==> config.mk <==
export PLATFORM = sky130hd
export DESIGN_NAME = fi_campaign_seq
export DESIGN_NICKNAME = d
export VERILOG_FILES = /design/src/rtl/fi_seq_pkg.sv /design/src/rtl/fi_mask_check.sv /design/src/rtl/fi_round_timer.sv /design/src/rtl/fi_restart_gen.sv /design/src/rtl/fi_campaign_seq.sv
export SDC_FILE = /design/constraint.sdc
export NUM_CORES = 1
export LEC_CHECK = 0
export ABC_AREA = 1
export BUFFER_PORTS_ARGS = -buffer_cell sky130_fd_sc_hd__buf_4
export CAP_MARGIN = 0
export CORE_MARGIN = 2
export CORE_UTILIZATION = 43
export CTS_CLUSTER_SIZE = 20
export DETAILED_ROUTE_END_ITERATION = 10
export PLACE_DENSITY = 0.86
export SETUP_SLACK_MARGIN = 0.3
export SLEW_MARGIN = 20
export SYNTH_ARGS = -nofsm -noshare
export SYNTH_HDL_FRONTEND = slang
export SYNTH_SLANG_ARGS = --single-unit
==> constraint.sdc <==
create_clock -name clk_i -period 1.55 [get_ports clk_i]
set_input_delay 0.465 -clock clk_i [delete_from_list [all_inputs] [get_ports clk_i]]
set_output_delay 0.465 -clock clk_i [all_outputs]
set_load 0.05 [all_outputs]
==> src/rtl/fi_seq_pkg.sv <==
package fi_seq_pkg;
  typedef enum logic [2:0] {
    S_IDLE, S_ARM, S_INJECT, S_OBSERVE, S_REPORT, S_RESTART, S_WAIT_RDY
  } seq_state_e;
endpackage

==> src/rtl/fi_mask_check.sv <==
module fi_mask_check #(
  parameter int unsigned W = 16
) (
  input  logic [W-1:0] mask_i,
  output logic         one_hot_o
);
  logic [W-1:0] seen, dup;

  assign seen[0] = mask_i[0];
  assign dup[0]  = 1'b0;

  for (genvar i = 1; i < W; i++) begin : g_chain
    assign seen[i] = seen[i-1] | mask_i[i];
    assign dup[i]  = dup[i-1] | (seen[i-1] & mask_i[i]);
  end

  assign one_hot_o = seen[W-1] & ~dup[W-1];
endmodule

==> src/rtl/fi_round_timer.sv <==
module fi_round_timer #(
  parameter int unsigned LIMIT = 4
) (
  input  logic clk_i,
  input  logic rst_ni,
  input  logic clr_i,
  input  logic tick_i,
  output logic expire_o
);
  localparam int unsigned CNT_W = $clog2(LIMIT + 1);
  localparam logic [CNT_W-1:0] LAST = CNT_W'(LIMIT - 1);

  logic [CNT_W-1:0] cnt_q;

  assign expire_o = tick_i && (cnt_q == LAST);

  always_ff @(posedge clk_i or negedge rst_ni) begin
    if (!rst_ni)       cnt_q <= '0;
    else if (clr_i)    cnt_q <= '0;
    else if (tick_i)   cnt_q <= expire_o ? '0 : cnt_q + 1'b1;
  end

  assert_timer_bound_R5: assert property (@(posedge clk_i) disable iff (!rst_ni)
    cnt_q < CNT_W'(LIMIT));
endmodule

==> src/rtl/fi_restart_gen.sv <==
module fi_restart_gen #(
  parameter int unsigned CYCLES = 8
) (
  input  logic clk_i,
  input  logic rst_ni,
  input  logic start_i,
  output logic active_o,
  output logic last_o
);
  localparam int unsigned CNT_W = $clog2(CYCLES + 1);

  logic [CNT_W-1:0] cnt_q;

  always_ff @(posedge clk_i or negedge rst_ni) begin
    if (!rst_ni)              cnt_q <= '0;
    else if (start_i)         cnt_q <= CNT_W'(CYCLES);
    else if (cnt_q != '0)     cnt_q <= cnt_q - 1'b1;
  end

  assign active_o = (cnt_q != '0);
  assign last_o   = (cnt_q == CNT_W'(1));

  assert_no_retrigger_R7: assert property (@(posedge clk_i) disable iff (!rst_ni)
    start_i |-> (cnt_q == '0));
endmodule

==> src/rtl/fi_campaign_seq.sv <==
module fi_campaign_seq
  import fi_seq_pkg::*;
#(
  parameter int unsigned ADDR_W         = 12,
  parameter int unsigned DATA_W         = 16,
  parameter int unsigned CODE_W         = 4,
  parameter int unsigned TIMEOUT_ROUNDS = 4,
  parameter int unsigned RST_CYCLES     = 8
) (
  input  logic              clk_i,
  input  logic              rst_ni,
  input  logic              tgt_valid_i,
  output logic              tgt_ready_o,
  input  logic [ADDR_W-1:0] tgt_addr_i,
  input  logic [DATA_W-1:0] tgt_mask_i,
  input  logic              node_app_i,
  input  logic              slot_start_i,
  input  logic              own_slot_next_i,
  input  logic              round_tick_i,
  input  logic              err_valid_i,
  input  logic [CODE_W-1:0] err_code_i,
  output logic              flip_valid_o,
  output logic [ADDR_W-1:0] flip_addr_o,
  output logic [DATA_W-1:0] flip_mask_o,
  output logic              node_rst_o,
  input  logic              node_ready_i,
  output logic              res_valid_o,
  input  logic              res_ready_i,
  output logic [ADDR_W-1:0] res_addr_o,
  output logic [DATA_W-1:0] res_mask_o,
  output logic [CODE_W-1:0] res_code_o
);
  localparam logic [CODE_W-1:0] CODE_NONE    = '0;
  localparam logic [CODE_W-1:0] CODE_BADMASK = '1;

  seq_state_e        state_q, state_d;
  logic [ADDR_W-1:0] addr_q;
  logic [DATA_W-1:0] mask_q;
  logic [CODE_W-1:0] code_q, code_d;
  logic              skip_q;

  logic mask_ok, trigger, expire, rst_active, rst_last, accept_tgt, accept_res;

  fi_mask_check #(.W(DATA_W)) u_mask (
    .mask_i    (tgt_mask_i),
    .one_hot_o (mask_ok)
  );

  fi_round_timer #(.LIMIT(TIMEOUT_ROUNDS)) u_timer (
    .clk_i    (clk_i),
    .rst_ni   (rst_ni),
    .clr_i    (state_q == S_INJECT),
    .tick_i   ((state_q == S_OBSERVE) && round_tick_i),
    .expire_o (expire)
  );

  fi_restart_gen #(.CYCLES(RST_CYCLES)) u_rst (
    .clk_i    (clk_i),
    .rst_ni   (rst_ni),
    .start_i  (accept_res && !skip_q),
    .active_o (rst_active),
    .last_o   (rst_last)
  );

  assign trigger    = node_app_i && slot_start_i && own_slot_next_i;
  assign accept_tgt = (state_q == S_IDLE) && tgt_valid_i;
  assign accept_res = (state_q == S_REPORT) && res_ready_i;

  always_comb begin
    state_d = state_q;
    code_d  = code_q;
    unique case (state_q)
      S_IDLE: if (tgt_valid_i) begin
        if (mask_ok) state_d = S_ARM;
        else begin
          state_d = S_REPORT;
          code_d  = CODE_BADMASK;
        end
      end
      S_ARM:     if (trigger) state_d = S_INJECT;
      S_INJECT:  state_d = S_OBSERVE;
      S_OBSERVE: begin
        if (err_valid_i) begin
          state_d = S_REPORT;
          code_d  = err_code_i;
        end else if (expire) begin
          state_d = S_REPORT;
          code_d  = CODE_NONE;
        end
      end
      S_REPORT:   if (res_ready_i) state_d = skip_q ? S_IDLE : S_RESTART;
      S_RESTART:  if (rst_last) state_d = S_WAIT_RDY;
      S_WAIT_RDY: if (node_ready_i) state_d = S_IDLE;
      default:    state_d = S_IDLE;
    endcase
  end

  always_ff @(posedge clk_i or negedge rst_ni) begin
    if (!rst_ni) begin
      state_q <= S_IDLE;
      addr_q  <= '0;
      mask_q  <= '0;
      code_q  <= '0;
      skip_q  <= 1'b0;
    end else begin
      state_q <= state_d;
      code_q  <= code_d;
      if (accept_tgt) begin
        addr_q <= tgt_addr_i;
        mask_q <= tgt_mask_i;
        skip_q <= !mask_ok;
      end
    end
  end

  assign tgt_ready_o  = (state_q == S_IDLE);
  assign flip_valid_o = (state_q == S_INJECT);
  assign flip_addr_o  = addr_q;
  assign flip_mask_o  = mask_q;
  assign node_rst_o   = rst_active;
  assign res_valid_o  = (state_q == S_REPORT);
  assign res_addr_o   = addr_q;
  assign res_mask_o   = mask_q;
  assign res_code_o   = code_q;

  assert_flip_onehot_R1: assert property (@(posedge clk_i) disable iff (!rst_ni)
    flip_valid_o |-> ($countones(flip_mask_o) == 1));

  assert_flip_gated_R2: assert property (@(posedge clk_i) disable iff (!rst_ni)
    flip_valid_o |-> $past(node_app_i && slot_start_i && own_slot_next_i));

  assert_flip_single_R3: assert property (@(posedge clk_i) disable iff (!rst_ni)
    flip_valid_o |=> !flip_valid_o);

  assert_res_hold_R6: assert property (@(posedge clk_i) disable iff (!rst_ni)
    (res_valid_o && !res_ready_i) |=>
      (res_valid_o && $stable(res_addr_o) && $stable(res_mask_o) && $stable(res_code_o)));

  assert_rst_after_accept_R7: assert property (@(posedge clk_i) disable iff (!rst_ni)
    $rose(node_rst_o) |-> $past(res_valid_o && res_ready_i));

  assert_rst_not_pending_R7: assert property (@(posedge clk_i) disable iff (!rst_ni)
    res_valid_o |-> !node_rst_o);

  assert_tgt_idle_R8: assert property (@(posedge clk_i) disable iff (!rst_ni)
    tgt_ready_o |-> (!node_rst_o && !res_valid_o && !flip_valid_o));
endmodule

==> impl_results.md <==
- Outcome: finished, violations left
- Failing checks: negative setup slack
- Max Cap Violations: 0
- Cts bufs inserted: 5
- TritonRoute pass-1 iters: 4
- Core Util, Final: 0.8471
- Pwr Total: 12.26 mW
- 1st-iter DRT viols: 105
- Finished layout cell area: 0.004636 mm^2
- Final wirelength: 8205 um
- Worst rel slew slack: 0.6367
- Crit path kind: input pin to flip-flop
- Largest net degree at the start of global routing: 44
- Period utilization: 1.230
- Minimum clock period: 1907 ps
- Layer carrying the most global-route usage: met2
- Placed Area: 0.003440 mm^2
- Clock transition at path regs: 80 ps
- Synth warn: 0
- Syn nets: 322
- Worst setup SP type: input pin
- FP Rows: 27
- Sequential element share of the synthesized area: 0.4419
- Setup WS pre-CTS: -620.4 ps
- Buf/Inv on CP: 1
- GP Congestion: 0.8287
- CP Capture Type: flip-flop
- R2r worst-path depth: 14
- Net count, final: 470
- Post-CTS Hold Fix Bufs: 0
- Synthesized instance count: 276
- # IOs: 106
- Placed Instances: 449
- Yosys reg bits: 43
- Max clock buf depth: 2
- CTS tree: done
- Worst vdd ir: 2.038 mV
- Vias in the first global route: 2600
- Clock tree sinks: 43
- Share of layout cells above drive strength 1: 0.6918
- Die ar.: 0.006281 mm^2
- Final ANT Viol Nets: 0
- Unrepaired setup endpoints after global routing: yes
- Pwr per Cell Area: 2645 mW/mm^2
- Final setup margin: -357.2 ps
- Worst reg2reg endpoint: res_code_o[0]
- GR Layer Usage met3: 0.04318
- Vias per inst: 5.028
- Final hold viol count: 0
- HPWL after DPL: 4472 um
- CP arrival: 2130 ps
- Fmax: 524.3 MHz
- Hold Slack: 152.0 ps
- Syn Std Cell Area: 0.002435 mm^2
- Number of I/O port buffers: 105
- GRT overflow: 0
- Final setup viols: 33
- Die extent in y: 79.25 um
- Met1 GRT Util: 0.2670
- Area Growth Syn to Fin: 90.39%
- CP max stage delay: 160 ps
- Worst Path Required: 1780 ps
- Leakage Power: 2.318 nW
- Drt wl/cell: 16.51 um
- Clock Skew: 11.04 ps
- Chip Width: 79.25 um
- Worst-Margin Slew: 545.0 ps
- RR Startpoint: state_q[1]
- Area of the core: 0.005473 mm^2
- Final cell count without fillers: 497
- All-Layer GR Usage: 0.2562
- Starting Density: 0.4449
- H-tree depth: 2
- Ant. Diodes: 0
- Vias: 2499
- Syn Area/Cell: 8.822 um^2
- First-pass GRT wire length: 12380 um
- Critical-path top delay cell: nor2_4
- Clock root cell: clkbuf_8
- Delay-heaviest family, CP: simple AND/OR/NAND/NOR gates
- Drt drc: 0
- Synth cell types: 33
- Global Route met2 Usage: 0.5076
- Clk Latency, worst-skew pair: 290 ps
- Worst-path fanout max: 5
- Final setup TNS: -4326 ps
- Reg2Reg Setup Slack: -220 ps
- Initial antenna violation count: 0
- Crit path cell chain: buf_8, nor2_4, nand4_4, nor2_4, nand3_1, nand2_1, nand3_1, nor2_1, nand3_2, nor2_2, nand4_2, nand2_2, nand2_4, nand2_4, nand2_2, nand2_1
- Count of pins over their slew limit: 0
- Hold Crit Class: input pin to async pin
## flip-flops by register name (all words and copies together), names as in the netlist
register       count
res_code_o         4
flip_mask_o       16
u_timer.cnt_q      3
skip_q             1
u_rst.cnt_q        4
flip_addr_o       12
state_q            3
## power by group
group / internal [mW] / leakage (nW) / switching (mW)
clock network: 0.321 / 0.0395 / 0.367
registers: 1.73 / 0.487 / 0.761
logic: 4.17 / 1.79 / 4.92
total: 6.22 / 2.32 / 6.04
## layer usage
metal	part of all wire	up-vias
met4	0.019	0
met5	0	-
met3	0.053	21
met2	0.58	123
met1	0.35	1205
li1	-	1150
## synth_stat cells (all sizes together)
master / number / area share
nand3: 15 / 0.033
mux2: 16 / 0.074
nand4: 5 / 0.021
nand2: 62 / 0.11
nor4: 1 / 0.0087
inv: 35 / 0.054
nor3: 7 / 0.016
and3: 1 / 0.0026
nor3b: 1 / 0.0031
a41o: 1 / 0.0041
o32ai: 1 / 0.0036
a21oi: 2 / 0.0041
buf: 29 / 0.088
dfrtp: 43 / 0.44
ha: 4 / 0.021
clkinv: 2 / 0.0041
o21ai: 20 / 0.041
nor2: 25 / 0.054
xor2: 1 / 0.0036
clkbuf: 3 / 0.0046
xnor2: 2 / 0.0072
## final cells by class
| type | instances | area (um^2) |
|---|---|---|
| Timing Repair Buffer | 173 | 1937 |
| Multi-Input combinational cell | 164 | 1269 |
| Sequential cell | 43 | 1114 |
| Fill cell | 279 | 837.1 |
| Inverter | 37 | 146.4 |
| Tap cell | 72 | 90.09 |
| Clock buffer | 8 | 80.08 |
## cells by family (layout without fill, tap and decap cells)
| logic type | Yosys count | after routing | synth area share |
|---|---|---|---|
| adder cells (fa/ha/maj) | 4 | 4 | 0.02056 |
| multiplexers | 16 | 16 | 0.07400 |
| buffers and inverters | 69 | 218 | 0.1511 |
| flip-flops | 43 | 43 | 0.4419 |
| XOR/XNOR | 3 | 3 | 0.01079 |
| AND/OR/NAND/NOR | 117 | 117 | 0.2487 |
| AO/OA/AOI/OAI | 24 | 24 | 0.05293 |
## worst max-delay path by stage
stage / from / end / slack [ps] / depth (start not counted)
6_report: tgt_mask_i[0] / res_code_o[0] / -360 / 16
3_5_place_dp: tgt_mask_i[1] / res_code_o[0] / -620 / 16
2_1_floorplan: tgt_mask_i[1] / res_code_o[0] / -310 / 15
4_1_cts: tgt_mask_i[0] / res_code_o[0] / -240 / 15
3_3_place_gp: tgt_mask_i[1] / res_code_o[3] / -550 / 15
5_1_grt: tgt_mask_i[0] / res_code_o[3] / -500 / 16
## cells in the final DEF (no fill, tap or decap), drive strengths merged, types with 2 or more instances in the layout
cell    netlist  layout
mux2         16      16
nand2        62      62
clkinv        2       2
dfrtp        43      43
nor2         25      25
buf          29     173
nand4         5       5
nor3          7       7
xnor2         2       2
o21ai        20      20
clkbuf        3       8
a21oi         2       2
nand3        15      15
inv          35      35
ha            4       4
## worst register-to-register path, delay by kind of cell (launching register included)
| kind | cells | cell delay (ps) |
|---|---|---|
| flops | 1 | 480 |
| simple gates | 10 | 780 |
| buf+inv | 4 | 410 |
## timing repair
action,4_1_cts,5_1_grt
gates cloned,6,0
gates resized for setup,190,8
pin swaps,23,6
buffers inserted,21,13
endpoints found under the setup margin,106,107
(Power assumes the default switching activity.)
